`config.mk`:
```
export PLATFORM = sky130hd
export DESIGN_NAME = spi_fifo_flags
export DESIGN_NICKNAME = d
export VERILOG_FILES = /design/src/rtl/spi_flag_pkg.sv /design/src/rtl/spi_level_cmp.sv /design/src/rtl/spi_sticky_flags.sv /design/src/rtl/spi_req_gen.sv /design/src/rtl/spi_fifo_flags.sv
export SDC_FILE = /design/constraint.sdc
export NUM_CORES = 1
export LEC_CHECK = 0
export BUFFER_PORTS_ARGS = -buffer_cell sky130_fd_sc_hd__buf_2
export CORE_MARGIN = 5
export CORE_UTILIZATION = 34
export CTS_CLUSTER_SIZE = 30
export DETAILED_ROUTE_END_ITERATION = 8
export PLACE_DENSITY = 0.74
export SYNTH_ARGS = -nofsm -noshare
export SYNTH_HDL_FRONTEND = slang
export SYNTH_SLANG_ARGS = --single-unit
```
`constraint.sdc`:
```
create_clock -name clk -period 1.3 [get_ports clk]
set_input_delay 0.13 -clock clk [delete_from_list [all_inputs] [get_ports clk]]
set_output_delay 0.13 -clock clk [all_outputs]
set_load 0.1 [all_outputs]
```
`src/rtl/spi_flag_pkg.sv`:
```
package spi_flag_pkg;

    localparam int NUM_FLAGS   = 8;
    localparam int ST_TX_EMPTY = 0;
    localparam int ST_TX_LVL   = 1;
    localparam int ST_TX_FULL  = 2;
    localparam int ST_RX_RDY   = 3;
    localparam int ST_RX_LVL   = 4;
    localparam int ST_RX_FULL  = 5;
    localparam int ST_RX_OVF   = 6;
    localparam int ST_DONE     = 7;

    // Flags that follow the FIFO levels directly
    typedef struct packed {
        logic tx_empty;
        logic tx_lvl;
        logic tx_full;
        logic rx_rdy;
        logic rx_lvl;
        logic rx_full;
    } live_flags_t;

    function automatic logic [NUM_FLAGS-1:0] pack_status(
        input live_flags_t lf,
        input logic        ovf,
        input logic        done
    );
        logic [NUM_FLAGS-1:0] s;
        s              = '0;
        s[ST_TX_EMPTY] = lf.tx_empty;
        s[ST_TX_LVL]   = lf.tx_lvl;
        s[ST_TX_FULL]  = lf.tx_full;
        s[ST_RX_RDY]   = lf.rx_rdy;
        s[ST_RX_LVL]   = lf.rx_lvl;
        s[ST_RX_FULL]  = lf.rx_full;
        s[ST_RX_OVF]   = ovf;
        s[ST_DONE]     = done;
        return s;
    endfunction

endpackage

```
`src/rtl/spi_level_cmp.sv`:
```
module spi_level_cmp
    import spi_flag_pkg::*;
#(
    parameter int DEPTH = 64,
    parameter int CW    = $clog2(DEPTH + 1)
) (
    input  logic [CW-1:0] tx_count,
    input  logic [CW-1:0] rx_count,
    input  logic [CW-1:0] tx_thresh,
    input  logic [CW-1:0] rx_thresh,
    output live_flags_t   live
);
    localparam logic [CW-1:0] FULL_LVL = CW'(DEPTH);

    always_comb begin
        live.tx_empty = (tx_count == '0);
        live.tx_lvl   = (tx_count <= tx_thresh);
        live.tx_full  = (tx_count == FULL_LVL);
        live.rx_rdy   = (rx_count != '0);
        live.rx_lvl   = (rx_count > rx_thresh);
        live.rx_full  = (rx_count == FULL_LVL);
    end

    // A FIFO that is empty cannot also be full
    always_comb begin
        AST_TX_EMPTY_FULL: assert (!(live.tx_empty && live.tx_full));
    end
endmodule

```
`src/rtl/spi_sticky_flags.sv`:
```
module spi_sticky_flags (
    input  logic       clk,
    input  logic       rst,
    input  logic       rx_push,
    input  logic       rx_full,
    input  logic       tx_empty,
    input  logic       shift_busy,
    input  logic       clr_we,
    input  logic [1:0] clr_bits,   // [0] overflow, [1] done
    output logic       ovf,
    output logic       done
);
    logic idle_now;
    logic idle_q;
    logic ovf_set;
    logic done_set;

    assign idle_now = tx_empty && !shift_busy;
    assign ovf_set  = rx_push && rx_full;
    assign done_set = idle_now && !idle_q;

    always_ff @(posedge clk) begin
        if (rst) begin
            ovf    <= 1'b0;
            done   <= 1'b0;
            idle_q <= 1'b1;
        end else begin
            idle_q <= idle_now;
            if (ovf_set)
                ovf <= 1'b1;
            else if (clr_we && clr_bits[0])
                ovf <= 1'b0;
            if (done_set)
                done <= 1'b1;
            else if (clr_we && clr_bits[1])
                done <= 1'b0;
        end
    end

    AST_OVF_SET: assert property (@(posedge clk) disable iff (rst)
        (rx_push && rx_full) |=> ovf);
    AST_OVF_HOLD: assert property (@(posedge clk) disable iff (rst)
        (ovf && !(clr_we && clr_bits[0])) |=> ovf);
    AST_DONE_CLEAR: assert property (@(posedge clk) disable iff (rst)
        (clr_we && clr_bits[1] && !(tx_empty && !shift_busy)) |=> !done);
endmodule

```
`src/rtl/spi_req_gen.sv`:
```
module spi_req_gen
    import spi_flag_pkg::*;
#(
    parameter int CW = 7
) (
    input  logic                 clk,
    input  logic                 rst,
    input  logic [NUM_FLAGS-1:0] status,
    input  logic [NUM_FLAGS-1:0] irq_en,
    input  logic                 dma_tx_en,
    input  logic                 dma_rx_en,
    input  logic                 dma_tail_en,
    input  logic                 shift_busy,
    input  logic [CW-1:0]        rx_count,
    input  logic [CW-1:0]        rx_thresh,
    input  logic [CW-1:0]        tail_len,
    output logic                 irq,
    output logic                 dma_tx_req,
    output logic                 dma_rx_req,
    output logic                 dma_tail_req
);
    logic [CW-1:0] tail_min;

    assign tail_min = (tail_len == '0) ? CW'(1) : tail_len;

    always_comb begin
        irq          = |(status & irq_en);
        dma_tx_req   = dma_tx_en && status[ST_TX_LVL];
        dma_rx_req   = dma_rx_en && status[ST_RX_LVL];
        dma_tail_req = dma_tail_en && !shift_busy
                       && (rx_count != '0)
                       && (rx_count <= rx_thresh)
                       && (rx_count >= tail_min);
    end

    AST_TAIL_EXCL: assert property (@(posedge clk) disable iff (rst)
        !(dma_rx_req && dma_tail_req));
    AST_TAIL_IDLE: assert property (@(posedge clk) disable iff (rst)
        dma_tail_req |-> (!shift_busy && status[ST_RX_RDY]));
endmodule

```
`src/rtl/spi_fifo_flags.sv`:
```
module spi_fifo_flags
    import spi_flag_pkg::*;
#(
    parameter int DEPTH = 64,
    parameter int CW    = $clog2(DEPTH + 1)
) (
    input  logic                 clk,
    input  logic                 rst,
    input  logic [CW-1:0]        tx_count,
    input  logic [CW-1:0]        rx_count,
    input  logic                 rx_push,
    input  logic                 shift_busy,
    input  logic [CW-1:0]        tx_thresh,
    input  logic [CW-1:0]        rx_thresh,
    input  logic [CW-1:0]        tail_len,
    input  logic [NUM_FLAGS-1:0] irq_en,
    input  logic                 dma_tx_en,
    input  logic                 dma_rx_en,
    input  logic                 dma_tail_en,
    input  logic                 clr_we,
    input  logic [NUM_FLAGS-1:0] clr_data,
    output logic [NUM_FLAGS-1:0] status,
    output logic                 irq,
    output logic                 dma_tx_req,
    output logic                 dma_rx_req,
    output logic                 dma_tail_req
);
    live_flags_t live;
    logic        ovf;
    logic        done;

    spi_level_cmp #(.DEPTH(DEPTH), .CW(CW)) u_lvl (
        .tx_count  (tx_count),
        .rx_count  (rx_count),
        .tx_thresh (tx_thresh),
        .rx_thresh (rx_thresh),
        .live      (live)
    );

    spi_sticky_flags u_sticky (
        .clk        (clk),
        .rst        (rst),
        .rx_push    (rx_push),
        .rx_full    (live.rx_full),
        .tx_empty   (live.tx_empty),
        .shift_busy (shift_busy),
        .clr_we     (clr_we),
        .clr_bits   ({clr_data[ST_DONE], clr_data[ST_RX_OVF]}),
        .ovf        (ovf),
        .done       (done)
    );

    assign status = pack_status(live, ovf, done);

    spi_req_gen #(.CW(CW)) u_req (
        .clk          (clk),
        .rst          (rst),
        .status       (status),
        .irq_en       (irq_en),
        .dma_tx_en    (dma_tx_en),
        .dma_rx_en    (dma_rx_en),
        .dma_tail_en  (dma_tail_en),
        .shift_busy   (shift_busy),
        .rx_count     (rx_count),
        .rx_thresh    (rx_thresh),
        .tail_len     (tail_len),
        .irq          (irq),
        .dma_tx_req   (dma_tx_req),
        .dma_rx_req   (dma_rx_req),
        .dma_tail_req (dma_tail_req)
    );

    AST_RST_CLEAN: assert property (@(posedge clk)
        rst |=> (status[ST_RX_OVF] == 1'b0 && status[ST_DONE] == 1'b0));
endmodule

```
==> results of run 1 <==
-- cell usage after synthesis, types with 2 or more instances --
master | count | area (µm²)
a211oi_1 | 3 | 22.52
a21oi_1 | 5 | 25.02
a22oi_1 | 2 | 15.01
and2_1 | 2 | 12.51
and3_1 | 2 | 12.51
buf_4 | 4 | 30.03
dfxtp_1 | 3 | 60.06
ha_1 | 21 | 262.8
inv_1 | 23 | 86.33
nand2_1 | 4 | 15.01
nand3_1 | 2 | 10.01
nand3b_1 | 3 | 22.52
nand4_1 | 4 | 25.02
nor2_1 | 3 | 11.26
o21ai_0 | 3 | 15.01
o21bai_1 | 3 | 22.52
-- layer usage --
layer | up-vias | share of wire | global-route usage
met1 | 520 | 0.33 | 0.1941
met2 | 58 | 0.56 | 0.4087
li1 | 561 | - | -
met3 | 8 | 0.080 | 0.04575
met5 | - | 0 | 0
met4 | 0 | 0.026 | 0.04531
-- registers in the layout (all words and copies together) (netlist names) --
signal	count
u_sticky.ovf	1
u_sticky.done	1
u_sticky.idle_q	1
-- critical path: stages --
cell and delay, ps:
buf_8 100, nor4_4 240, a31o_1 170, ha_1 220, nor2b_1 160, o21ai_1 120
a221oi_2 230, buf_4 150, a211oi_4 60, buf_12 170
-- area by class of cell --
| cell class | count | area [µm²] | share of cell area |
|---|---|---|---|
| Multi-Input combinational cell | 77 | 925.9 | 0.4731 |
| Timing Repair Buffer | 87 | 812.0 | 0.4150 |
| Inverter | 23 | 97.59 | 0.04987 |
| Sequential cell | 3 | 60.06 | 0.03069 |
| Tap cell | 28 | 35.03 | 0.01790 |
| Clock buffer | 4 | 26.28 | 0.01343 |
-- report_power, final --
| part | switching (mW) | internal, mW | leakage (nW) |
|---|---|---|---|
| sequential | 0.000782 | 0.0943 | 0.0245 |
| combinational | 0.396 | 0.392 | 0.910 |
| clock | 0.0674 | 0.116 | 0.0150 |
-- how the worst max path moves through the flow --
| stage | slack, ps | end | startpoint | cells after the start |
|---|---|---|---|---|
| floorplan | -700 | dma_tail_req | rx_count[4] | 5 |
| global placement | -530 | dma_tail_req | tail_len[6] | 10 |
| detailed placement | -630 | dma_tail_req | tail_len[6] | 10 |
| CTS | -600 | dma_tail_req | tail_len[3] | 10 |
| global route | -700 | dma_tail_req | tail_len[2] | 10 |
| finish | -600 | dma_tail_req | tail_len[2] | 10 |
-- cell families after synthesis --
logic type      synth area share
buf+inv                   0.1407
fa+ha+maj                 0.3177
flops                    0.07262
simple gates              0.2481
compound gates            0.2209
-- stage by stage --
step | area (µm²) | hold slack (ps)
after floorplan | 973.4 | 192.4
after global placement | 1599 | 316.8
after detailed placement | 1599 | 320.9
after CTS | 1817 | 82.36
after global routing | 1957 | 74.98
final | 1957 | 72.72
-- what timing repair did --
action	CTS	global route
buffers inserted	2	2
endpoints found under the setup margin	7	10
pin swaps	22	17
gates resized for setup	40	28
==> impl_metrics.yaml, run 1 <==
sta:
  layout_min_cycle_time_ps: 1896
  fin_ws_ps: -595.8
  max_clock_freq_mhz: 527.5
  final-max-slew-violation-count: 0
  hold_violations: 0
  final.setup.tns_ps: -1867
  maxSlewHeadroom: 0.6757
  fin_skew_ps: 5.155
  timing.final.crit_share: 1.458
  grt_setup_unrepaired: "yes"
  setup_viol: 8
  worst_slew_pin_slew_ps: 489.8
detailed_routing:
  wl_um: 3803
  drt_iter0_drc: 36
  vias: 1147
  wl_per_cell_um: 17.13
  firstDrtPassIters: 4
  drc_errors: 0
  avgViaCountPerCell: 5.167
  final_antenna_net_count: 0
job:
  maxCapViolations: 0
floorplanning:
  ios: 71
  num_rows: 17
  fp.dieW_um: 59.32
  core-area_um2: 2276
  die_y_um: 59.32
  die-area_um2: 3519
  start_util: 0.3634
power_and_ir_drop:
  p_per_area_nw_per_um2: 544.9
  vdd_ir_drop_max_v: 0.0004935
  leakagePower_nw: 0.9499
  p_total_mw: 1.066
layout:
  area_growth_pct: 136.6
  fin_cells: 222
  layout_common_cells: "buf_2 (33), buf_6 (23), buf_4 (17)"
  post-route-util: 0.8598
  antenna_cells: 0
  layout_commonest_cell: "buf_2"
  drive_gt1_frac: 0.6959
  nets: 275
  nFillCells: 123
critical_path:
  cp_data_required_time_ps: 1170
  r2r-end: "u_sticky.done"
  worstSetupPathType: "input pin to primary output"
  path_max_fanout: 2
  r2r_slack_ps: 450
  arrival_ps: 1770
  reg2reg_from: "u_sticky.idle_q"
  crit_path_end_kind: "primary output"
  r2r_cells: 2
  critPathLaunchType: "input pin"
global_route:
  antenna_found_initial: 0
  overflow: 0
  grt_use_total: 0.1991
  grt_pass1_vias: 1306
  grt_pass1_wl_um: 5437
  grt_start_max_net_pins: 5
worst_hold_path:
  min_from: "rst"
  hold_path.class: "input pin to register"
  min_to: "u_sticky.done"
  min_path_cells: 2
placed_design:
  preCtsSetupSlack_ps: -626.4
  dpl.hpwl_um: 2690
  numPortBuffers: 64
  placed_cells_incl_taps: 217
  gp_congestion: 0.7694
logic_synthesis:
  ys_async_sr_fraction: 0
  synth-edff-count: 0
  synth_ff_type: "dfxtp_1"
  syn_inst: 107
  avgSynthCellArea_um2: 7.729
  yosysSeqAreaShare: 0.07262
  synth_warnings: 0
  ys_ff_latch: 3
  synth_nets: 187
  yosysUniqueCellTypes: 36
  netlist_area_um2: 827.0
clock_tree:
  clk_path_buf_depth: 2
  ctsHoldBuffers: 0
  clock_latency_ps: 250
  cts_tree: "done"
  root_buffer: "clkbuf_4"
  cts.sinks: 3
  htreeDepth: 1
  numCtsBuffers: 3
  clk_pin_slew_ps: 40
outcome:
  status: "finished with violations"
  violations: "setup timing"
(Power assumes the default switching activity.)
==> run 2: changes to the inputs <==
- ABC_AREA: not set -> 1
- CORE_UTILIZATION: 34 -> 37
- PLACE_DENSITY: 0.74 -> 0.75
==> impl_metrics.yaml, run 2 <==
layout:
  top_regs: "u_sticky.done x1, u_sticky.idle_q x1, u_sticky.ovf x1"
  fin_cells: 265
  antenna_cells: 0
  layout_common_cells: "buf_2 (34), inv_1 (27), nand2_1 (19)"
  nets: 316
  layout_commonest_cell: "buf_2"
  area_growth_pct: 114.8
  drive_gt1_frac: 0.6085
worst_hold_path:
  hold_path.class: "input pin to register"
detailed_routing:
  wl_per_cell_um: 13.81
  vias: 1322
  wl_um: 3659
  firstDrtPassIters: 4
  avgViaCountPerCell: 4.989
  final_antenna_net_count: 0
  drc_errors: 0
  drt_iter0_drc: 31
floorplanning:
  die-area_um2: 3749
  die_y_um: 61.23
  start_util: 0.3884
  ios: 71
  num_rows: 18
  core-area_um2: 2500
  fp.dieW_um: 61.23
clock_tree:
  clk_path_buf_depth: 2
  clock_latency_ps: 240
  cts.sinks: 3
  root_buffer: "clkbuf_4"
  htreeDepth: 1
  ctsHoldBuffers: 0
  clk_pin_slew_ps: 40
  numCtsBuffers: 3
  cts_tree: "done"
sta:
  fin_ws_ps: -268.7
  fin_skew_ps: 7.838
  max_clock_freq_mhz: 637.5
  grt_setup_unrepaired: "yes"
  layout_min_cycle_time_ps: 1569
  timing.final.crit_share: 1.207
  maxSlewHeadroom: 0.6745
  setup_viol: 6
  final-max-slew-violation-count: 0
  worst_slew_pin_slew_ps: 491.6
  hold_violations: 0
power_and_ir_drop:
  leakagePower_nw: 1.048
  vdd_ir_drop_max_v: 0.0004519
  p_total_mw: 1.095
  p_per_area_nw_per_um2: 525.1
placed_design:
  gp_congestion: 0.7644
  dpl.hpwl_um: 2897
  placed_cells_incl_taps: 260
  numPortBuffers: 64
logic_synthesis:
  synth_ff_type: "dfxtp_1"
  synth-edff-count: 0
  avgSynthCellArea_um2: 6.068
  ys_async_sr_fraction: 0
  netlist_area_um2: 970.9
  synth_area_leaders: "ha_1 (27%), inv_1 (15%), nand2_1 (12%)"
  yosysMostFrequentCell: "inv_1"
  synth_top_area_share: 0.2706
  synth_area_leader_cell: "ha_1"
  synthTopCellsByCount: "inv_1 (39), nand2_1 (32), ha_1 (21)"
  yosysSeqAreaShare: 0.06186
  yosysUniqueCellTypes: 27
  syn_inst: 160
  synth_warnings: 0
  ys_ff_latch: 3
  synth_nets: 240
critical_path:
  crit_start: "tail_len[6]"
  critPathSlowestCell: "ha_1"
  critPathCapture: "dma_tail_req"
  critPathLaunchType: "input pin"
  path_cells: "buf_2, inv_1, ha_1, a21oi_1, o21ai_1, nor3b_2, nor2_4, buf_12"
  crit_path_end_kind: "primary output"
  crit_cells: 8
  cp_data_required_time_ps: 1170
  r2r-end: "u_sticky.ovf"
  crit_buf_inv: 3
  path_max_fanout: 3
  arrival_ps: 1440
  r2r_cells: 2
  worstSetupPathType: "input pin to primary output"
  r2r_slack_ps: 700
  slowest_delay_ps: 310
  reg2reg_from: "u_sticky.ovf"
  cpLargestDelayFamily: "simple AND/OR/NAND/NOR gates"
outcome:
  violations: "setup timing"
  status: "finished with violations"
job:
  maxCapViolations: 0
global_route:
  grt_use_total: 0.1902
  grt_start_max_net_pins: 5
  overflow: 0
  antenna_found_initial: 0
  grt_pass1_wl_um: 5485
  grt_pass1_vias: 1393
## run 2: cell count changes after synthesis, moves of 3 or more
| cell | previous run | this run |
|---|---|---|
| o21bai_1 | 3 | 0 |
| nor2_1 | 3 | 16 |
| a21oi_1 | 5 | 8 |
| a211oi_1 | 3 | 0 |
| nand2_1 | 4 | 32 |
| inv_1 | 23 | 39 |
| nand3_1 | 2 | 10 |
| inv_2 | 0 | 3 |
## run 2: metrics by stage
step	cell area [µm²]	setup slack (ps)	utilization	hold slack [ps]	setup TNS, ps
floorplan	1247	-289.7	-	192.4	-1074
global placement	1800	-299.1	0.7202	325.2	-1325
detailed placement	1800	-356.2	0.7202	331.2	-1510
CTS	2023	-214.4	0.8093	78.87	-807.8
global route	2086	-385.0	0.8343	92.72	-1192
finish	2086	-268.7	0.8343	88.53	-816.1
## run 2: repair_timing
action | in CTS | in global routing
resized for setup | 47 | 15
buffers inserted | 1 | 1
pin swaps | 29 | 8
endpoints found under the setup margin | 6 | 7
## run 2: logic make-up (layout without fill, tap and decap cells)
logic type,Yosys count,after routing,share of synthesized area
and+or+nand+nor,72,72,0.3570
buffers and inverters,46,121,0.1933
adders and majority gates,21,21,0.2706
AOI/OAI and AO/OA,18,18,0.1173
DFF,3,3,0.06186
## run 2: report_power, final
part           switching [mW]  internal, mW
clock network          0.0575         0.116
logic                   0.452         0.375
registers            0.000495        0.0943
total                   0.510         0.585
## run 2: worst min-delay path by stage
stage               slack [ps]  startpoint  cells past startpoint       endpoint
floorplan                  190         rst                      1  u_sticky.done
global placement           330         rst                      2  u_sticky.done
detailed placement         330         rst                      2  u_sticky.done
CTS                         80         rst                      2  u_sticky.done
global route                90         rst                      2  u_sticky.done
finish                      90         rst                      2  u_sticky.done
## run 2: per-layer routing
layer	vias up	global-route usage	routed length, µm
met5	-	0	0
met4	0	0.05882	63
met3	7	0.03983	288
met2	47	0.3973	2118
met1	614	0.1783	1189
li1	654	-	-
## run 2: cell type report
| class | count | area [µm²] |
|---|---|---|
| well taps | 30 | 37.54 |
| flip-flops and latches | 3 | 60.06 |
| repair buffers | 75 | 693.2 |
| inverters | 42 | 216.5 |
| clock buffers | 4 | 26.28 |
| multi-input cells | 111 | 1052 |
| fillers | 144 | 414.1 |
## run 2: worst reg2reg max path: cells and delay by family, from the launching register on
| kind | cells | cell delay (ps) |
|---|---|---|
| compound gates | 1 | 120 |
| flops | 1 | 340 |
| simple gates | 1 | 70 |
==> run 3: changes to the inputs <==
- CORE_ASPECT_RATIO: not set -> 0.7
- RECOVER_POWER: not set -> 50
==> impl_metrics.yaml, run 3 (same netlist as run 2, synthesis figures left out) <==
sta:
  worst_slew_pin_slew_ps: 540.2
  fin_ws_ps: -239.1
  final.setup.tns_ps: -1320
  maxSlewHeadroom: 0.6414
  layout_min_cycle_time_ps: 1539
  hold_violations: 0
  final-max-slew-violation-count: 0
  hold_slack_ps: 111.7
  fin_skew_ps: 0.05161
  grt_setup_unrepaired: "yes"
  timing.final.crit_share: 1.184
  setup_viol: 8
  max_clock_freq_mhz: 649.7
clock_tree:
  root_buffer: "clkbuf_8"
  cts.sinks: 3
  clk_path_buf_depth: 2
  clock_latency_ps: 220
  cts_tree: "done"
  htreeDepth: 1
  clk_pin_slew_ps: 30
  numCtsBuffers: 3
floorplanning:
  ios: 71
  die_y_um: 52.86
  start_util: 0.3919
  fp.dieW_um: 71.23
  num_rows: 15
  die-area_um2: 3765
  core-area_um2: 2477
critical_path:
  r2r_cells: 3
  crit_path_end_kind: "primary output"
  path_cells: "buf_6, nor3_4, a41o_1, ha_4, nand4_1, nor2_2, nor3b_2, nor2_4, buf_12"
  critPathLaunchType: "input pin"
  cp_data_required_time_ps: 1170
  reg2reg_from: "u_sticky.idle_q"
  slowest_delay_ps: 240
  arrival_ps: 1410
  r2r_slack_ps: 640
  worstSetupPathType: "input pin to primary output"
  crit_buf_inv: 2
  r2r-end: "u_sticky.done"
  cpLargestDelayFamily: "simple AND/OR/NAND/NOR gates"
  path_max_fanout: 2
  critPathSlowestCell: "nor3b_2"
detailed_routing:
  wl_per_cell_um: 17.63
  drc_errors: 0
  avgViaCountPerCell: 5.265
  final_antenna_net_count: 0
  firstDrtPassIters: 4
  vias: 1432
  wl_um: 4796
  drt_iter0_drc: 54
power_and_ir_drop:
  p_per_area_nw_per_um2: 583.2
  leakagePower_nw: 1.078
  vdd_ir_drop_max_v: 0.0002715
  p_total_mw: 1.292
placed_design:
  dpl.hpwl_um: 3204
  placed_cells_incl_taps: 267
  numPortBuffers: 64
  place_area_um2: 1828
  preCtsSetupSlack_ps: -337.1
  gp_congestion: 0.8990
layout:
  layout_commonest_cell: "buf_2"
  nets: 319
  register_area_um2: 60.06
  antenna_cells: 0
  drive_gt1_frac: 0.6639
  fin_cells: 272
  nFillCells: 98
  final_cell_area_um2: 2216
  post-route-util: 0.8944
  area_growth_pct: 128.2
  multi_input_area_um2: 1109
  top_regs: "u_sticky.done x1, u_sticky.idle_q x1, u_sticky.ovf x1"
  layout_common_cells: "buf_2 (32), inv_1 (26), buf_6 (18)"
global_route:
  overflow: 0
  grt_start_max_net_pins: 5
  grt_pass1_wl_um: 6196
  grt_pass1_vias: 1439
  grt_use_total: 0.2139
  antenna_found_initial: 0
outcome:
  violations: "setup timing"
  status: "finished with violations"
worst_hold_path:
  min_to: "u_sticky.done"
  min_from: "rst"
  hold_path.class: "input pin to register"
  min_path_cells: 2
job:
  maxCapViolations: 0
[run 3: worst max path at each step]
stage | slack [ps] | from | endpoint | cells past startpoint
final | -240 | tail_len[4] | dma_tail_req | 9
after global routing | -310 | tx_count[2] | irq | 10
after CTS | -270 | tail_len[4] | dma_tail_req | 10
after detailed placement | -340 | tail_len[6] | dma_tail_req | 10
after global placement | -300 | tail_len[6] | dma_tail_req | 10
after floorplan | -290 | tx_thresh[4] | irq | 8
[run 3: per-layer routing]
metal  part of all wire  vias up  routed length [µm]  track usage
met2               0.50       78                2420       0.4238
li1                   -      656                   -            -
met1               0.35      665                1684       0.2273
met5                  0        -                   0            0
met3              0.076       33                 365      0.03416
met4              0.068        0                 325      0.08438
[run 3: power by group]
group          leakage, nW  internal, mW  total, mW  switching (mW)
logic                 1.03         0.416      0.917           0.501
clock network       0.0228         0.210      0.280          0.0700
registers           0.0245        0.0946     0.0953        0.000704
total                 1.08         0.720       1.29           0.572
[run 3: repair_timing]
item / CTS / global route
hold buffers: 0 / 0
pin swaps: 33 / 24
buffers inserted: 1 / 1
endpoints found under the setup margin: 7 / 8
gates resized for setup: 45 / 37
[run 3: cell type report]
type                    instances  area share
clock buffers                   4     0.02033
inverters                      42     0.09656
multi-input cells             111      0.5003
flip-flops and latches          3     0.02710
well taps                      34     0.01920
repair buffers                 78      0.3365
